File: config.mk
export PLATFORM = sky130hd
export DESIGN_NAME = spireg_master
export DESIGN_NICKNAME = d
export VERILOG_FILES = /design/src/rtl/spireg_pkg.sv /design/src/rtl/spireg_shifter.sv /design/src/rtl/spireg_seq.sv /design/src/rtl/spireg_master.sv
export SDC_FILE = /design/constraint.sdc
export NUM_CORES = 1
export LEC_CHECK = 0
export BUFFER_PORTS_ARGS = -buffer_cell sky130_fd_sc_hd__buf_2
export CORE_MARGIN = 1.5
export CORE_UTILIZATION = 52
export CTS_CLUSTER_DIAMETER = 30
export CTS_CLUSTER_SIZE = 28
export DETAILED_ROUTE_END_ITERATION = 10
export PLACE_DENSITY = 0.86
export SYNTH_ARGS = -nofsm -noshare
export SYNTH_HDL_FRONTEND = slang
export SYNTH_SLANG_ARGS = --single-unit
File: constraint.sdc
create_clock -name clk -period 2.81 [get_ports clk]
set_clock_uncertainty 0.15 [all_clocks]
set_input_delay 0 -clock clk [delete_from_list [all_inputs] [get_ports clk]]
set_output_delay 0 -clock clk [all_outputs]
set_load 0.005 [all_outputs]
File: src/rtl/spireg_pkg.sv
package spireg_pkg;
  localparam int ADDR_W    = 24;
  localparam int HDR_BYTES = 4;
  localparam int MAX_LEN   = 64;
  localparam int LEN_W     = $clog2(MAX_LEN + 1);
  localparam int HIDX_W    = $clog2(HDR_BYTES);

  typedef enum logic [2:0] {
    PH_IDLE,
    PH_HDR,
    PH_POLL,
    PH_DATA,
    PH_END
  } phase_t;

  // Frame header byte selected by position
  function automatic logic [7:0] hdr_byte(input logic rd,
                                          input logic [LEN_W-1:0] cnt,
                                          input logic [ADDR_W-1:0] a,
                                          input logic [HIDX_W-1:0] pos);
    logic [LEN_W-1:0] cm1;
    logic [7:0]       b;
    cm1 = cnt - LEN_W'(1);
    case (pos)
      HIDX_W'(0): b = {rd, 1'b1, cm1[5:0]};
      HIDX_W'(1): b = a[23:16];
      HIDX_W'(2): b = a[15:8];
      default:    b = a[7:0];
    endcase
    return b;
  endfunction
endpackage

File: src/rtl/spireg_shifter.sv
module spireg_shifter #(
  parameter int DIV_W = 8
) (
  input  logic             clk,
  input  logic             rst_n,
  input  logic [DIV_W-1:0] div,
  input  logic             go,
  input  logic [7:0]       tx,
  output logic             ready,
  output logic             byte_done,
  output logic [7:0]       rx,
  output logic             sclk,
  output logic             mosi,
  input  logic             miso
);
  logic             active;
  logic [DIV_W-1:0] cnt;
  logic [2:0]       bitn;
  logic [7:0]       tsh;
  logic [7:0]       rsh;

  assign ready = !active;
  assign mosi  = tsh[7];
  assign rx    = rsh;

  always_ff @(posedge clk or negedge rst_n) begin
    if (!rst_n) begin
      active    <= 1'b0;
      cnt       <= '0;
      bitn      <= '0;
      tsh       <= '0;
      rsh       <= '0;
      sclk      <= 1'b0;
      byte_done <= 1'b0;
    end else begin
      byte_done <= 1'b0;
      if (!active) begin
        if (go) begin
          active <= 1'b1;
          tsh    <= tx;
          cnt    <= '0;
          bitn   <= '0;
        end
      end else if (cnt == div) begin
        cnt <= '0;
        if (!sclk) begin
          sclk <= 1'b1;
          rsh  <= {rsh[6:0], miso};
        end else begin
          sclk <= 1'b0;
          if (bitn == 3'd7) begin
            active    <= 1'b0;
            byte_done <= 1'b1;
          end else begin
            bitn <= bitn + 3'd1;
            tsh  <= {tsh[6:0], 1'b0};
          end
        end
      end else begin
        cnt <= cnt + DIV_W'(1);
      end
    end
  end
endmodule

File: src/rtl/spireg_seq.sv
module spireg_seq
  import spireg_pkg::*;
#(
  parameter int DIV_W  = 8,
  parameter int POLL_W = 8
) (
  input  logic              clk,
  input  logic              rst_n,
  input  logic              start,
  input  logic              rd_en,
  input  logic [LEN_W-1:0]  len,
  input  logic [ADDR_W-1:0] addr,
  input  logic [DIV_W-1:0]  clk_div,
  input  logic [POLL_W-1:0] poll_limit,
  output logic              busy,
  output logic              done,
  output logic              err,
  input  logic              wdata_valid,
  output logic              wdata_ready,
  input  logic [7:0]        wdata,
  output logic              rdata_valid,
  input  logic              rdata_ready,
  output logic [7:0]        rdata,
  output logic              cs_n,
  output logic [DIV_W-1:0]  div_q,
  output logic              eng_go,
  output logic [7:0]        eng_tx,
  input  logic              eng_ready,
  input  logic              eng_done,
  input  logic [7:0]        eng_rx
);
  phase_t            ph;
  logic              rd_q;
  logic [LEN_W-1:0]  len_q;
  logic [ADDR_W-1:0] addr_q;
  logic [POLL_W-1:0] lim_q;
  logic [POLL_W-1:0] polls;
  logic [LEN_W-1:0]  idx;
  logic [HIDX_W-1:0] hidx;
  logic              inflight;
  logic              can_go;
  logic [LEN_W-1:0]  len_fix;
  logic              poll_out;

  assign busy     = (ph != PH_IDLE);
  assign can_go   = eng_ready && !inflight;
  assign poll_out = ({1'b0, polls} + (POLL_W + 1)'(1)) >= {1'b0, lim_q};

  always_comb begin
    if (len == '0)                     len_fix = LEN_W'(1);
    else if (len > LEN_W'(MAX_LEN))    len_fix = LEN_W'(MAX_LEN);
    else                               len_fix = len;
  end

  always_comb begin
    eng_go      = 1'b0;
    eng_tx      = 8'h00;
    wdata_ready = 1'b0;
    case (ph)
      PH_HDR: begin
        eng_go = can_go;
        eng_tx = hdr_byte(rd_q, len_q, addr_q, hidx);
      end
      PH_POLL: eng_go = can_go;
      PH_DATA: begin
        if (rd_q) begin
          eng_go = can_go && !rdata_valid;
        end else begin
          wdata_ready = can_go;
          eng_go      = can_go && wdata_valid;
          eng_tx      = wdata;
        end
      end
      default: ;
    endcase
  end

  always_ff @(posedge clk or negedge rst_n) begin
    if (!rst_n) begin
      ph          <= PH_IDLE;
      rd_q        <= 1'b0;
      len_q       <= LEN_W'(1);
      addr_q      <= '0;
      lim_q       <= '0;
      polls       <= '0;
      idx         <= '0;
      hidx        <= '0;
      inflight    <= 1'b0;
      div_q       <= '0;
      cs_n        <= 1'b1;
      done        <= 1'b0;
      err         <= 1'b0;
      rdata_valid <= 1'b0;
      rdata       <= '0;
    end else begin
      done <= 1'b0;
      if (eng_go)   inflight <= 1'b1;
      if (eng_done) inflight <= 1'b0;
      if (rdata_valid && rdata_ready) rdata_valid <= 1'b0;
      case (ph)
        PH_IDLE: begin
          if (start) begin
            rd_q   <= rd_en;
            len_q  <= len_fix;
            addr_q <= addr;
            lim_q  <= poll_limit;
            div_q  <= clk_div;
            polls  <= '0;
            idx    <= '0;
            hidx   <= '0;
            err    <= 1'b0;
            cs_n   <= 1'b0;
            ph     <= PH_HDR;
          end
        end
        PH_HDR: begin
          if (eng_done) begin
            if (hidx == HIDX_W'(HDR_BYTES - 1)) ph <= PH_POLL;
            hidx <= hidx + HIDX_W'(1);
          end
        end
        PH_POLL: begin
          if (eng_done) begin
            if (eng_rx[0]) begin
              ph <= PH_DATA;
            end else if (poll_out) begin
              err <= 1'b1;
              ph  <= PH_END;
            end else begin
              polls <= polls + POLL_W'(1);
            end
          end
        end
        PH_DATA: begin
          if (eng_done) begin
            if (rd_q) begin
              rdata       <= eng_rx;
              rdata_valid <= 1'b1;
            end
            if (idx == len_q - LEN_W'(1)) ph <= PH_END;
            else                          idx <= idx + LEN_W'(1);
          end
        end
        PH_END: begin
          cs_n <= 1'b1;
          done <= 1'b1;
          ph   <= PH_IDLE;
        end
        default: ph <= PH_IDLE;
      endcase
    end
  end
endmodule

File: src/rtl/spireg_master.sv
module spireg_master
  import spireg_pkg::*;
#(
  parameter int DIV_W  = 8,
  parameter int POLL_W = 8
) (
  input  logic              clk,
  input  logic              rst_n,
  input  logic              start,
  input  logic              rd_en,
  input  logic [LEN_W-1:0]  len,
  input  logic [ADDR_W-1:0] addr,
  input  logic [DIV_W-1:0]  clk_div,
  input  logic [POLL_W-1:0] poll_limit,
  output logic              busy,
  output logic              done,
  output logic              err,
  input  logic              wdata_valid,
  output logic              wdata_ready,
  input  logic [7:0]        wdata,
  output logic              rdata_valid,
  input  logic              rdata_ready,
  output logic [7:0]        rdata,
  output logic              spi_cs_n,
  output logic              spi_sclk,
  output logic              spi_mosi,
  input  logic              spi_miso
);
  logic [DIV_W-1:0] div_q;
  logic             eng_go;
  logic [7:0]       eng_tx;
  logic             eng_ready;
  logic             eng_done;
  logic [7:0]       eng_rx;

  spireg_seq #(.DIV_W(DIV_W), .POLL_W(POLL_W)) u_seq (
    .clk(clk), .rst_n(rst_n), .start(start), .rd_en(rd_en), .len(len),
    .addr(addr), .clk_div(clk_div), .poll_limit(poll_limit),
    .busy(busy), .done(done), .err(err),
    .wdata_valid(wdata_valid), .wdata_ready(wdata_ready), .wdata(wdata),
    .rdata_valid(rdata_valid), .rdata_ready(rdata_ready), .rdata(rdata),
    .cs_n(spi_cs_n), .div_q(div_q),
    .eng_go(eng_go), .eng_tx(eng_tx), .eng_ready(eng_ready),
    .eng_done(eng_done), .eng_rx(eng_rx)
  );

  spireg_shifter #(.DIV_W(DIV_W)) u_shift (
    .clk(clk), .rst_n(rst_n), .div(div_q), .go(eng_go), .tx(eng_tx),
    .ready(eng_ready), .byte_done(eng_done), .rx(eng_rx),
    .sclk(spi_sclk), .mosi(spi_mosi), .miso(spi_miso)
  );
endmodule

### After elaboration in Yosys (flattened, before gate mapping)

Index checks and enable logic that the tools add are counted.

| word-level totals | value |
|---|---|
| register bits after elaboration | 111 |
| bits in latches | 0 |
| memory bits (writable) | 0 |
| memory bits (read-only) | 0 |
| input port bits | 62 |
| output and inout port bits | 16 |
| word-level logic and storage cells | 151 |
| memories kept | 0 |

| cells by class | value |
|---|---|
| add/subtract/negate cells | 7 |
| multipliers | 0 |
| div/mod/pow operators | 0 |
| order comparisons | 2 |
| equal/unequal tests | 24 |
| shifts and indexed selects | 0 |
| multiplexer cells | 66 |
| bitwise operators | 1 |
| reductions and logical operators | 29 |

Operators with widths:

| cell | number |
|---|---|
| two-way mux 8 bit | 13 |
| two-way mux 3 bit | 13 |
| two-way mux 7 bit | 5 |
| one-hot mux 8 bit (2 select lines) | 2 |
| two-way mux 1 bit | 24 |
| one-hot mux 8 bit (3 select lines) | 1 |
| adder 8 x 1 -> 8 bit, second input constant | 2 |
| inequality test 2 x 1 -> 1 bit, second input constant | 7 |
| one-hot mux 7 bit (2 select lines) | 1 |
| inequality test 2 bit, second input constant | 6 |
| one-hot mux 3 bit (4 select lines) | 1 |
| nonzero test 2 bit | 6 |
| AND reduction 5 bit | 2 |
| adder 8 x 1 -> 9 bit, second input constant | 1 |
| >= comparator 9 x 8 -> 1 bit | 1 |
| AND reduction 3 bit | 3 |
| equality test 8 bit | 1 |
| AND reduction 4 bit | 2 |
| adder 7 x 1 -> 7 bit, second input constant | 1 |
| equality test 7 bit | 1 |
| greater-than comparator 7 bit, second input constant | 1 |
| logical NOT 7 bit | 1 |
| AND reduction 7 bit | 1 |
| subtractor 7 x 1 -> 7 bit, second input constant | 1 |
| 19 further kinds | 32 |

### Longest topological paths before layout

| depth | value |
|---|---|
| word-level depth | 7 |
| gate-level depth with buffers | 11 |

### By module

From an unflattened synthesis, not the netlist that was laid out.

| unflattened totals | value |
|---|---|
| cells, all modules | 603 |
| area total of the unflattened synthesis | 5733.0 um2 |

By module, submodules not included:

| module | times used | cells an instance | area an instance (um2) |
|---|---|---|---|
| spireg_seq | 1 | 475 | 4240.3 |
| spireg_shifter | 1 | 128 | 1492.7 |

### Worst setup path after synthesis

OpenSTA, ideal clock, no wires.

| path | value |
|---|---|
| path kind | reg2reg |
| start point | register u_seq.polls[2] |
| end point | register u_seq.polls[0] |
| library setup time | 0.125 ns |
| data arrival time | 2.759 ns |
| required time | 2.535 ns |
| slack | -0.223 ns |
| stages on the path, launching flop included | 12 |
| path buffers | 0 |
| cells stage by stage | dfrtp_1 and3_1 and3_1 nand3_1 xnor2_1 ha_1 and3_1 a221o_1 a31oi_1 o21ai_1 o41a_1 mux2_2 |

| on the way | value |
|---|---|
| cells in the longest elaborated chain, start to end | 4 |

RTL lines:

| element | line | source |
|---|---|---|
| start: declaration | spireg_seq.sv:37 | `logic [POLL_W-1:0] polls;` |
| start signal: assignment | spireg_seq.sv:130 | `polls <= polls + POLL_W'(1);` |
| adder 8 x 1 -> 9 bit | spireg_seq.sv:47 | `assign poll_out = ({1'b0, polls} + (POLL_W + 1)'(1)) >= {1'b0, lim_q};` |
| >= comparator 9 x 8 -> 1 bit | spireg_seq.sv:47 |  |
| inequality test 2 bit (no line) | - |  |
| AND reduction 5 bit (no line) | - |  |

Every way passes these cells.
A chain may end at the register's enable or synchronous reset.

### Final worst setup path

| path | value |
|---|---|
| start point | register u_seq.polls[1] |
| end point | register u_seq.polls[5] |

| on the way | value |
|---|---|
| cells in the longest elaborated chain, start to end | 5 |
| elaborated cells on any way between the ends | 9 |
| those cells by class | add/sub: 2; order compare: 1; eq/ne: 1; mux: 4; reduce/logical: 1 |

RTL lines:

| element |
|---|
| branches (longest 5 deep; another with adder 8 x 1 -> 9 bit) |

Several ways; the timed one is not identified. The select of a mux whose other input is x is not followed.

==> flow_metrics.tcl <==
set metrics [dict create \
    yosysSeqAreaShare_pct 50.2 \
    ys_ff_latch 111 \
    leakagePower_nw 3.50 \
    tightest_slew_ns 0.796 \
    synth-simple-area-share_pct 19.3 \
    slew_headroom_pct 46.9 \
    grt_pass1_vias 4871 \
    synth.most_common_cell "nand2_1" \
    synthXorXnorAreaFrac_pct 3.59 \
    setup_slack_ns -0.479 \
    die_h_um 106 \
    ys_warn_count 0 \
    synth_compound_area_share_pct 14.4 \
    r2r_setup_slack_ns -0.48 \
    drive_above_1_share_pct 22.8 \
    crit_type "register to register" \
    num_rows 37 \
    synth_top_family_by_area "simple AND/OR/NAND/NOR gates" \
    drc 0 \
    cp_data_required_time_ns 2.98 \
    min_path_type "primary input to register" \
    synthTopCellsByCount "148 x nand2_1, 109 x dfrtp_1, 39 x o21ai_0" \
    drtPass1Iterations 5 \
    gr-total-overflow 0 \
    worst_path_most_repeated_cell "buf_4" \
    synth_area_um2 5540 \
    place.gp.congestion 0.917 \
    synth_cell_types 57 \
    cp_num_buf_inv 3 \
    wire_per_inst_um 16.8 \
    p_per_area_nw_per_um2 599 \
    violations "setup timing" \
    dp_cells 789 \
    cp-end-kind "register" \
    initial_core_util_pct 53.7 \
    path_clk_slew_ns 0.11 \
    avgViaCountPerCell 5.65 \
    period_needed_ns 3.29 \
    grt_usage_pct 25.4 \
    post-route-period-util_pct 117 \
    synthCells 580 \
    cp-start-kind "register" \
    grt_max_degree 53 \
    portBuffers 77 \
    antenna_found_initial 0 \
    slew_viol_final 0 \
    synth-edff-count 0 \
    via_count 4958 \
    final_cells 877 \
    syn_to_final_growth_pct 30.0 \
    hold-worst-slack_ns 0.199 \
    syn_nets 660 \
    cp.arrival_ns 3.46 \
    synth_mux_area_share_pct 4.79 \
    cp_max_fo 8 \
    dp_hpwl_um 9170 \
    async_reset_ff_share_pct 100 \
    critPathMaxStageDelay_ns 0.43 \
    grt_pass1_wl_um 22600 \
    rsz0062_at_grt "true" \
    htree_levels 3 \
    fmax_ghz 0.304 \
    pin_count 78 \
    peakVddDrop_v 0.000342 \
    finalNetCount 815 \
    hold_viol_final 0 \
    core-area_um2 10300 \
    status "complete, but fails checks" \
    cts_tree "done" \
    die_area_um2 11300 \
    cp_top_family "compound AO/OA/AOI/OAI gates" \
    netlist_top_cells_area "dfrtp_1 49%, nand2_1 10%, ha_1 4.1%" \
    worstPathCellList "ha_4, and3_4, nand2b_1, nand2_4, ha_4, a21o_1, a221o_1, a31oi_1, buf_4, buf_4, buf_4, o2111a_1, a21boi_0, a21o_1" \
    worst_path_max_delay_cell "dfrtp_1" \
    cts_buffers 9 \
    syn_avg_cell_area_um2 9.55 \
    cts-root-buf "clkbuf_8" \
    synth_largest_area_cell "dfrtp_1" \
    synthAdderAreaFrac_pct 4.07 \
    drtIter0Drc 381 \
    setup_tns_ns -3.35 \
    detail-route-antenna-nets 0 \
    yosys.area.top_type_share_pct 49.2 \
    yosys_most_used_dff "dfrtp_1" \
    cts_sinks 111 \
    clkLatencyLatePin_ns 0.38 \
    setup_viol 10 \
    die_w_um 106 \
    wl_um 14700 \
    max_cap_viol_count 0 \
    cts.path.max_buffers 2 \
]
[timing repair]
action / CTS / global route
hold buffers: 63 / 0
setup endpoints to repair: 10 / 11
buffers inserted: 4 / 5
endpoints found under the hold margin: 168 / 0
pin swaps: 2 / 11
resized for setup: 1 / 13
[cell families (layout without fill, tap and decap cells)]
| logic type | after synthesis | after routing |
|---|---|---|
| AOI/OAI and AO/OA | 117 | 117 |
| other | 0 | 1 |
| xor gates and xnor gates | 21 | 21 |
| buffers and inverters | 51 | 211 |
| and+or+nand+nor | 238 | 238 |
| muxes | 24 | 24 |
| adders and majority gates | 18 | 18 |
| DFF | 111 | 111 |
[metal layers]
layer	vias up	global-route usage (%)	wire length, um
met1	2383	32.2	5850
met5	-	0	0
met3	52	4.54	967
met4	0	12.0	727
met2	222	42.3	7160
li1	2301	-	-
[tightest hold or removal path: cells and delay by family]
kind	cells	cell delay, ns
AND/OR/NAND/NOR	1	0.05
AO/OA/AOI/OAI	3	0.41
buffers and inverters	2	0.23
[power by group]
part           internal [W]  switching [W]
sequential          0.00191       0.000271
combinational      0.000538       0.000595
clock              0.000442       0.000557
total               0.00289        0.00142
[placed cells by master, fill, tap and decap left out, types with 6 or more instances in the layout]
cell type      count
nand2_1          147
dfrtp_1          109
buf_2             76
dlygate4sd3_1     62
o21ai_0           39
buf_4             30
inv_1             24
nor2_1            22
mux2_2            19
ha_1              15
a21oi_1           14
xnor2_1           13
nand2b_1          12
nand3_1           10
clkbuf_8          10
a21o_1             9
a221oi_1           9
nor3_1             8
o31ai_1            7
o21ai_1            6
a22o_1             6
[state kept, by name, indices dropped and copies added (netlist names), 2 cells and up]
| signal | flops |
|---|---|
| u_seq.addr_q | 24 |
| u_seq.div_q | 8 |
| u_seq.hidx | 2 |
| u_seq.idx | 7 |
| u_seq.len_q | 7 |
| u_seq.lim_q | 8 |
| u_seq.ph | 3 |
| u_seq.polls | 8 |
| u_seq.rdata | 8 |
| u_shift.bitn | 3 |
| u_shift.cnt | 8 |
| u_shift.rx | 8 |
| u_shift.tsh | 8 |
[area by class of cell]
| type | instances | area [um2] |
|---|---|---|
| antenna | 1 | 2.50 |
| clock buffer | 10 | 138 |
| clock inverter | 6 | 66.3 |
| fill | 714 | 3120 |
| inverter | 24 | 90.1 |
| multi-input combinational | 418 | 2680 |
| sequential | 111 | 2780 |
| tap | 136 | 170 |
| timing repair buffer | 171 | 1280 |
[through the flow]
stage	cell area, um2	power (W)	util, %	setup WS (ns)
after global routing	7200	0.00454	69.7	-0.585
after detailed placement	6190	0.00318	60.0	-0.254
after floorplan	5560	0.00281	-	-0.109
after CTS	7070	0.00425	68.5	-0.270
final	7200	0.00432	69.8	-0.479
after global placement	6190	0.00311	60.0	-0.184
[path summary, 6_finish.rpt]
path / to / cells after the start / startpoint
max: u_seq.polls[5] / 14 / u_seq.polls[1]
min: u_shift.active / 6 / wdata_valid
max reg2reg: u_seq.polls[5] / 14 / u_seq.polls[1]
min reg2reg: u_seq.addr_q[7] / 2 / u_seq.addr_q[7]
max in group asynchronous: u_shift.tsh[7] / 4 / rst_n
min in group asynchronous: u_seq.polls[4] / 4 / rst_n
Note: power is estimated with default switching activity, not from simulation.
